File: config.mk
export PLATFORM = sky130hd
export DESIGN_NAME = cache_maint_ctrl
export DESIGN_NICKNAME = d
export VERILOG_FILES = /design/src/rtl/cmc_pkg.sv /design/src/rtl/cmc_decode.sv /design/src/rtl/cmc_line_store.sv /design/src/rtl/cache_maint_ctrl.sv
export SDC_FILE = /design/constraint.sdc
export NUM_CORES = 2
export LEC_CHECK = 0
export BUFFER_PORTS_ARGS = -buffer_cell sky130_fd_sc_hd__buf_2
export CAP_MARGIN = 40
export CELL_PAD_IN_SITES_DETAIL_PLACEMENT = 2
export CELL_PAD_IN_SITES_GLOBAL_PLACEMENT = 2
export CORE_MARGIN = 2
export CORE_UTILIZATION = 47
export CTS_BUF_LIST = sky130_fd_sc_hd__clkbuf_16
export DETAILED_ROUTE_END_ITERATION = 16
export GPL_TIMING_DRIVEN = 1
export PLACE_DENSITY_LB_ADDON = 0.05
export SLEW_MARGIN = 30
export SYNTH_ARGS = -nofsm -noshare
export SYNTH_HDL_FRONTEND = slang
export SYNTH_HIERARCHICAL = 1
export SYNTH_SLANG_ARGS = --single-unit
File: constraint.sdc
create_clock -name clk -period 33.3 [get_ports clk]
set_clock_uncertainty 0.15 [all_clocks]
set_input_delay 9.99 -clock clk [delete_from_list [all_inputs] [get_ports clk]]
set_output_delay 9.99 -clock clk [all_outputs]
set_load 0.02 [all_outputs]
File: src/rtl/cmc_pkg.sv
package cmc_pkg;

    localparam int ADDR_W = 32;

    localparam logic [5:0] OPC_DFLUSH = 6'h1B;
    localparam logic [5:0] OPC_RTYPE  = 6'h3A;
    localparam logic [5:0] OPX_IFLUSH = 6'h0C;

    typedef enum logic [2:0] {
        ST_IDLE,
        ST_LOOK,
        ST_WB,
        ST_INV,
        ST_FIN
    } state_e;

    typedef enum logic [1:0] {
        OP_NONE,
        OP_DFLUSH,
        OP_IFLUSH
    } op_e;

    typedef struct packed {
        op_e               kind;
        logic [ADDR_W-1:0] addr;
    } req_t;

    function automatic logic [ADDR_W-1:0] sext16(input logic [15:0] v);
        return {{(ADDR_W-16){v[15]}}, v};
    endfunction

endpackage

File: src/rtl/cmc_decode.sv
module cmc_decode
    import cmc_pkg::*;
(
    input  logic [31:0]       word,
    input  logic [ADDR_W-1:0] base,
    output req_t              req
);
    logic is_dflush;
    logic is_iflush;

    assign is_dflush = (word[5:0] == OPC_DFLUSH) && (word[26:22] == 5'd0);
    assign is_iflush = (word[5:0] == OPC_RTYPE) && (word[16:11] == OPX_IFLUSH);

    always_comb begin
        req.kind = OP_NONE;
        req.addr = base;
        if (is_dflush) begin
            req.kind = OP_DFLUSH;
            req.addr = base + sext16(word[21:6]);
        end else if (is_iflush) begin
            req.kind = OP_IFLUSH;
            req.addr = base;
        end
    end
endmodule

File: src/rtl/cmc_line_store.sv
module cmc_line_store #(
    parameter int LINES  = 8,
    parameter int TAG_W  = 25,
    parameter int DATA_W = 128,
    localparam int IDX_W = $clog2(LINES)
) (
    input  logic              clk,
    input  logic              rst,
    input  logic [IDX_W-1:0]  rd_idx,
    output logic              rd_valid,
    output logic              rd_dirty,
    output logic [TAG_W-1:0]  rd_tag,
    output logic [DATA_W-1:0] rd_data,
    input  logic [IDX_W-1:0]  pr_idx,
    output logic              pr_valid,
    output logic              pr_dirty,
    output logic [TAG_W-1:0]  pr_tag,
    input  logic              we,
    input  logic [IDX_W-1:0]  w_idx,
    input  logic              w_valid,
    input  logic              w_dirty,
    input  logic [TAG_W-1:0]  w_tag,
    input  logic [DATA_W-1:0] w_data
);
    logic [LINES-1:0]  valid_q;
    logic [LINES-1:0]  dirty_q;
    logic [TAG_W-1:0]  tag_q  [LINES];
    logic [DATA_W-1:0] data_q [LINES];

    always_ff @(posedge clk) begin
        if (rst) begin
            valid_q <= '0;
            dirty_q <= '0;
        end else if (we) begin
            valid_q[w_idx] <= w_valid;
            dirty_q[w_idx] <= w_dirty;
        end
    end

    always_ff @(posedge clk) begin
        if (we) begin
            tag_q[w_idx]  <= w_tag;
            data_q[w_idx] <= w_data;
        end
    end

    assign rd_valid = valid_q[rd_idx];
    assign rd_dirty = dirty_q[rd_idx];
    assign rd_tag   = tag_q[rd_idx];
    assign rd_data  = data_q[rd_idx];
    assign pr_valid = valid_q[pr_idx];
    assign pr_dirty = dirty_q[pr_idx];
    assign pr_tag   = tag_q[pr_idx];
endmodule

File: src/rtl/cache_maint_ctrl.sv
module cache_maint_ctrl
    import cmc_pkg::*;
#(
    parameter int LINE_BYTES = 16,
    parameter int NUM_LINES  = 8,
    parameter bit ICACHE_EN  = 1'b1,
    localparam int OFF_W  = $clog2(LINE_BYTES),
    localparam int IDX_W  = $clog2(NUM_LINES),
    localparam int TAG_W  = ADDR_W - OFF_W - IDX_W,
    localparam int LINE_W = LINE_BYTES * 8
) (
    input  logic              clk,
    input  logic              rst,
    input  logic              op_valid,
    input  logic [31:0]       op_word,
    input  logic [31:0]       op_base,
    output logic              busy,
    output logic              done,
    output logic              done_hit,
    output logic              mem_req,
    output logic [31:0]       mem_addr,
    output logic [LINE_W-1:0] mem_data,
    input  logic              mem_ack,
    input  logic              fill_en,
    input  logic              fill_icache,
    input  logic [IDX_W-1:0]  fill_index,
    input  logic [TAG_W-1:0]  fill_tag,
    input  logic              fill_dirty,
    input  logic [LINE_W-1:0] fill_data,
    input  logic              probe_icache,
    input  logic [IDX_W-1:0]  probe_index,
    output logic              probe_valid,
    output logic              probe_dirty,
    output logic [TAG_W-1:0]  probe_tag
);
    state_e st_q;
    req_t   dec_req;
    req_t   cur_q;
    logic   hit_q;

    logic [IDX_W-1:0] cur_idx;
    logic [TAG_W-1:0] cur_tag;

    logic              d_valid, d_dirty;
    logic [TAG_W-1:0]  d_tag;
    logic [LINE_W-1:0] d_data;
    logic              dp_valid, dp_dirty;
    logic [TAG_W-1:0]  dp_tag;
    logic              ip_valid, ip_dirty;
    logic [TAG_W-1:0]  ip_tag;

    logic              fill_ok;
    logic              d_inv, i_inv;
    logic              d_we, i_we;
    logic [IDX_W-1:0]  d_widx, i_widx;
    logic              d_wvalid, d_wdirty;
    logic [TAG_W-1:0]  d_wtag;
    logic [LINE_W-1:0] d_wdata;

    cmc_decode u_dec (
        .word (op_word),
        .base (op_base),
        .req  (dec_req)
    );

    assign cur_idx = cur_q.addr[OFF_W +: IDX_W];
    assign cur_tag = cur_q.addr[ADDR_W-1 -: TAG_W];

    // write-port arbitration: fills only while idle, invalidates in ST_INV
    assign fill_ok = fill_en && (st_q == ST_IDLE);
    assign d_inv   = (st_q == ST_INV) && (cur_q.kind == OP_DFLUSH);
    assign i_inv   = (st_q == ST_INV) && (cur_q.kind == OP_IFLUSH);

    assign d_we     = d_inv || (fill_ok && !fill_icache);
    assign d_widx   = d_inv ? cur_idx : fill_index;
    assign d_wvalid = !d_inv;
    assign d_wdirty = d_inv ? 1'b0 : fill_dirty;
    assign d_wtag   = d_inv ? d_tag  : fill_tag;
    assign d_wdata  = d_inv ? d_data : fill_data;

    assign i_we   = i_inv || (fill_ok && fill_icache);
    assign i_widx = i_inv ? cur_idx : fill_index;

    cmc_line_store #(
        .LINES  (NUM_LINES),
        .TAG_W  (TAG_W),
        .DATA_W (LINE_W)
    ) u_dstore (
        .clk      (clk),
        .rst      (rst),
        .rd_idx   (cur_idx),
        .rd_valid (d_valid),
        .rd_dirty (d_dirty),
        .rd_tag   (d_tag),
        .rd_data  (d_data),
        .pr_idx   (probe_index),
        .pr_valid (dp_valid),
        .pr_dirty (dp_dirty),
        .pr_tag   (dp_tag),
        .we       (d_we),
        .w_idx    (d_widx),
        .w_valid  (d_wvalid),
        .w_dirty  (d_wdirty),
        .w_tag    (d_wtag),
        .w_data   (d_wdata)
    );

    generate
        if (ICACHE_EN) begin : g_icache
            logic             i_rvalid, i_rdirty;
            logic [TAG_W-1:0] i_rtag;
            logic [0:0]       i_rdata;

            cmc_line_store #(
                .LINES  (NUM_LINES),
                .TAG_W  (TAG_W),
                .DATA_W (1)
            ) u_istore (
                .clk      (clk),
                .rst      (rst),
                .rd_idx   (cur_idx),
                .rd_valid (i_rvalid),
                .rd_dirty (i_rdirty),
                .rd_tag   (i_rtag),
                .rd_data  (i_rdata),
                .pr_idx   (probe_index),
                .pr_valid (ip_valid),
                .pr_dirty (ip_dirty),
                .pr_tag   (ip_tag),
                .we       (i_we),
                .w_idx    (i_widx),
                .w_valid  (!i_inv),
                .w_dirty  (1'b0),
                .w_tag    (i_inv ? i_rtag : fill_tag),
                .w_data   (fill_data[0])
            );
        end else begin : g_no_icache
            assign ip_valid = 1'b0;
            assign ip_dirty = 1'b0;
            assign ip_tag   = '0;
        end
    endgenerate

    assign probe_valid = probe_icache ? ip_valid : dp_valid;
    assign probe_dirty = probe_icache ? ip_dirty : dp_dirty;
    assign probe_tag   = probe_icache ? ip_tag   : dp_tag;

    always_ff @(posedge clk) begin
        if (rst) begin
            st_q     <= ST_IDLE;
            cur_q    <= '{kind: OP_NONE, addr: '0};
            hit_q    <= 1'b0;
            mem_addr <= '0;
            mem_data <= '0;
        end else begin
            case (st_q)
                ST_IDLE: begin
                    if (op_valid) begin
                        cur_q <= dec_req;
                        st_q  <= ST_LOOK;
                    end
                end
                ST_LOOK: begin
                    hit_q <= 1'b0;
                    case (cur_q.kind)
                        OP_DFLUSH: begin
                            if (d_valid && (d_tag == cur_tag)) begin
                                hit_q <= 1'b1;
                                if (d_dirty) begin
                                    mem_addr <= {d_tag, cur_idx, {OFF_W{1'b0}}};
                                    mem_data <= d_data;
                                    st_q     <= ST_WB;
                                end else begin
                                    st_q <= ST_INV;
                                end
                            end else begin
                                st_q <= ST_FIN;
                            end
                        end
                        OP_IFLUSH: st_q <= ICACHE_EN ? ST_INV : ST_FIN;
                        default:   st_q <= ST_FIN;
                    endcase
                end
                ST_WB:   if (mem_ack) st_q <= ST_INV;
                ST_INV:  st_q <= ST_FIN;
                ST_FIN:  st_q <= ST_IDLE;
                default: st_q <= ST_IDLE;
            endcase
        end
    end

    assign busy     = (st_q != ST_IDLE);
    assign done     = (st_q == ST_FIN);
    assign done_hit = done && hit_q;
    assign mem_req  = (st_q == ST_WB);
endmodule

Word-level counts from Yosys, hierarchy flattened --
Memory sizes are Yosys's and may differ from the RTL's. A register that Yosys moved wholly into a read port is not among the register bits. Cells that the tools add are included.
Word-level totals: flip-flop bits (word level) 226, latch bits 0, bits in writable memories 1424, memory bits (read-only) 0, input bits 231, output and inout bits 191, logic and storage cells 104, memories kept 3
Memories:
- u_dstore.data_q | words 8, width 128, read ports 1, clocked after Yosys merged registers in 1, write ports 1, line cmc_line_store.sv:28 | logic [DATA_W-1:0] data_q [LINES];
- g_icache.u_istore.tag_q | words 8, width 25, read ports 2, clocked after Yosys merged registers in 1, write ports 1, line cmc_line_store.sv:27 | logic [TAG_W-1:0] tag_q [LINES];
- u_dstore.tag_q | words 8, width 25, read ports 2, clocked after Yosys merged registers in 1, write ports 1, line cmc_line_store.sv:27
Cells by class: $add $sub $neg 1, multiply operators 0, div/mod/pow operators 0, magnitude comparators 6, equality and inequality tests 12, shifts and indexed selects 0, muxes and demuxes 48, bitwise logic cells 2, reductions and logical operators 22
Operators with widths (number):
- $mux 128 | 1
- $mux 25 | 3
- $mux 34 | 2
- $mux 3 | 11
- $add 32x32->32 | 1
- $eq 25x25->1 | 1
- $bwmux 8 | 3
- $bmux 1 s3 | 6
- $mux 1 | 18
- $lt 3x4->1 const B | 4
- $pmux 3 s4 | 1
- $logic_and 1x1->1 | 11
- $and 8x8->8 | 1
- $not 8->8 | 1
- $demux 1 s3 | 2
- $eq 3x2->1 const B | 2
- $eq 6x4->1 const B | 1
- $eq 6x5->1 const B | 1
- $eq 6x6->1 const B | 1
- $ge 3x1->1 const B | 2
- $pmux 3 s2 | 1
- $logic_not 5->1 | 1
- $reduce_and 2->1 | 2
- $reduce_and 4->1 | 1
- other kinds (10) | 13

Logic depth before layout (Yosys ltp) --
depth in word-level cells 9, depth in mapped cells 12, gate-level depth less buffers 12

By module --
The synthesis kept the hierarchy.
By module, submodules not included:
- cmc_line_store at u_dstore | instances 1, cells each 1937, area an instance 48298.8 µm², seq. area each 37075.6 µm²
- cache_maint_ctrl | instances 1, cells each 1123, area an instance 11116.9 µm², seq. area each 3803.6 µm²
- cmc_line_store at g_icache.u_istore | instances 1, cells each 469, area an instance 10349.9 µm², seq. area each 6566.3 µm²
- cmc_decode | instances 1, cells each 316, area an instance 2038.2 µm², seq. area each 0.0 µm²

Least setup slack after synthesis --
No wires, ideal clock.
kind input-to-reg, from in fill_en, to reg u_dstore.dirty_q[0], setup time 0.128 ns, arrival 27.461 ns, required time 33.022 ns, setup slack 5.562 ns, cell stages on the path 5, path buffers 0, cell sequence nand2_1 o21ai_0 nor4b_1 mux2i_1 nor2_1
On the way: cells in the longest elaborated chain, start to end 3
Ends and longest elaborated chain:
- start: declaration | line cache_maint_ctrl.sv:24 | input logic fill_en,
- $logic_and 1x1->1 | line cache_maint_ctrl.sv:70 | assign fill_ok = fill_en && (st_q == ST_IDLE);
- $logic_and 1x1->1 | line cache_maint_ctrl.sv:74 | assign d_we = d_inv || (fill_ok && !fill_icache);
- $logic_or 1x1->1 | line cache_maint_ctrl.sv:74
- net d_we | line cache_maint_ctrl.sv:54 | logic d_we, i_we;
- end signal: indexed assignment | line cmc_line_store.sv:36 | dirty_q[w_idx] <= w_dirty;
- end: declaration | line cmc_line_store.sv:26 | logic [LINES-1:0] dirty_q;
The timed path passes the listed nets, and every way through them passes these cells. A chain may end at the register's enable or synchronous reset.

Worst setup path after layout --
from in probe_index[0], to out probe_tag[13]
On the way: cells in the longest elaborated chain, start to end 2, elaborated cells on any way between the ends 3, those cells by class mux (1); memory (2)
Ends and longest elaborated chain:
- start: declaration | line cache_maint_ctrl.sv:31 | input logic [IDX_W-1:0] probe_index,
- $mem_v2 8x25
- net dp_tag[13] | line cache_maint_ctrl.sv:48 | logic [TAG_W-1:0] dp_tag;
- $mux 25 | line cache_maint_ctrl.sv:146 | assign probe_tag = probe_icache ? ip_tag : dp_tag;
- end: declaration | line cache_maint_ctrl.sv:34 | output logic [TAG_W-1:0] probe_tag
The timed path passes the listed nets, and every way through them passes these cells.

==> results.toml <==
[clocking]
clkTransAtPathRegs_ns = 0.06
cts.sinks = 1646
clk_latency_ns = 0.80
cts_setup_buffers = 0
cts_htree_levels = 4
ctsResizeCount = 0
cts-buffers-inserted = 178
cts_hold_buf = 0
cts.path.max_buffers = 3
cts_tree = "yes"
cts_root_buffer = "clkbuf_16"

[timing]
setup_tns_ns = 0
tightest_slew_ns = 0.960
finalSetupViolCount = 0
clock.fmax_mhz = 43.7
final.period_utilization = 0.687
hold_violations = 0
slew_viol_final = 0
slew_headroom = 0.360
rsz0062_at_grt = "false"
fin_crit_ns = 22.88

[drt]
drc = 0
drt_iter0_markers = 2546
dr.pass1.iters = 5
routed_via_density = 5.91
drtAntennaViolNets = 0
wl_um = 201000
routedWlPerCell_um = 31.2
vias = 38100

[logic_synthesis]
yosysWarnings = 6
syn_inst = 3815
avgSynthCellArea_um2 = 18.7
synth_area_um2 = 71300

[final_layout]
syn2layout_area_growth_pct = 14.3
drive_above_1_share = 0.383
final_cell_count_no_fill = 6444
nets = 4528

[pwr]
ir_drop_mv = 0.0481
power_leakage_nw = 27.0
power_density_nw_per_um2 = 55.5

[placed_design]
place_inst = 6092
portBuffers = 412
place_congestion = 0.779
dp_hpwl_um = 122000

[run]
cap_violations = 0

[floorplan]
placementRows = 142
start_util = 0.475
die_w_um = 394
core_area_um2 = 150000
ios = 422
die_area_um2 = 155000
die-height_um = 394

[setup_path]
crit_path_max_fanout = 67
r2r_cells = 12
r2r_setup_slack_ns = 26.89
endpoint_kind = "output port"
worstPathRequired_ns = 23.16
reg2reg_from = "cur_idx[2]$_SDFFE_PP0P_"
worstPathArrival_ns = 12.74
crit_type = "input port to output port"
rr_endpoint = "mem_data[69]$_SDFFE_PP0P_"
start_kind = "input port"

[worst_hold_path]
worstHoldStart = "mem_data[23]$_SDFFE_PP0P_"
hold_end = "mem_data[23]$_SDFFE_PP0P_"
hp-class = "flip-flop to flip-flop"
hold_path_depth = 2

[global_routing]
grt_pass1_vias = 42600
overflow = 0
antenna_found_initial = 32
grt_max_degree = 119
grt_pass1_wl_um = 296000
grt.total_usage = 0.259

[status]
status = "complete, no violations"
==> power breakdown <==
| part | internal [mW] | switching, mW | total [mW] |
|---|---|---|---|
| combinational | 0.152 | 0.190 | 0.342 |
| sequential | 2.26 | 0.0130 | 2.28 |
| clock | 1.08 | 0.826 | 1.91 |
==> cells in the final DEF, fill, tap and decap left out, types with 18 or more instances in the layout <==
master / n
edfxtp_1: 1424
mux2i_1: 185
nand3_1: 18
xor2_1: 21
buf_2: 408
nand2b_1: 317
dfxtp_1: 219
xnor2_1: 28
buf_16: 19
mux4_2: 456
clkinv_1: 43
mux2_2: 446
clkbuf_16: 183
ha_1: 33
clkinv_2: 37
inv_1: 56
buf_4: 60
buf_12: 19
nor2_1: 46
a21oi_1: 63
nand2_1: 111
o21ai_0: 33
==> state kept, by name (all words and copies together) (netlist names), 8 cells and up <==
signal	cells
cur_q	27
g_icache.u_istore/dirty_q	8
g_icache.u_istore/tag_q	200
g_icache.u_istore/valid_q	8
mem_addr	28
mem_data	128
u_dstore/data_q	1024
u_dstore/dirty_q	8
u_dstore/tag_q	200
u_dstore/valid_q	8
==> layer usage <==
metal | up-vias | global-route usage | wire length [µm]
li1 | 16200 | - | -
met1 | 20500 | 0.335 | 82100
met2 | 1122 | 0.444 | 102000
met3 | 339 | 0.0439 | 10300
met4 | 22 | 0.0850 | 6110
met5 | - | 0 | 142
==> cell type report <==
cell class / instances / area [µm²]
clock inverter: 151 / 1040
timing repair buffer: 510 / 3450
multi-input combinational: 1907 / 22600
fill: 13000 / 68800
inverter: 20 / 108
sequential: 1646 / 47200
clock buffer: 183 / 4580
tap: 2016 / 2520
antenna: 11 / 27.5
==> worst max-delay path, cell delays in order <==
cell and delay [ns]:
buf_8 0.60, buf_4 0.49, buf_12 0.29, mux4_2 0.54
mux2_2 0.32, mux2_2 0.27, buf_2 0.16
==> per-stage QoR <==
step | setup WS [ns] | hold slack [ns] | utilization | total power, mW | instance area [µm²]
after floorplan | 5.56 | 0.283 | - | 2.56 | 71300
after global placement | 10.05 | 0.296 | 0.499 | 2.64 | 75000
after detailed placement | 10.34 | 0.312 | 0.504 | 2.66 | 75700
after CTS | 10.33 | 0.324 | 0.541 | 4.57 | 81300
after global routing | 10.20 | 0.343 | 0.542 | 4.67 | 81500
final | 10.42 | 0.321 | 0.542 | 4.52 | 81500
==> how the worst max path moves through the flow <==
stage	from	endpoint	slack, ns	cells past startpoint
finish	probe_index[0]	probe_tag[13]	10.42	7
CTS	probe_index[0]	probe_tag[13]	10.33	7
floorplan	fill_en	u_dstore/dirty_q[0]$_SDFFE_PP0P_	5.56	5
global placement	probe_index[0]	probe_tag[0]	10.05	6
global route	probe_index[0]	probe_tag[14]	10.20	7
detailed placement	probe_index[0]	probe_tag[13]	10.34	7
Note: power is estimated with default switching activity, not from simulation.
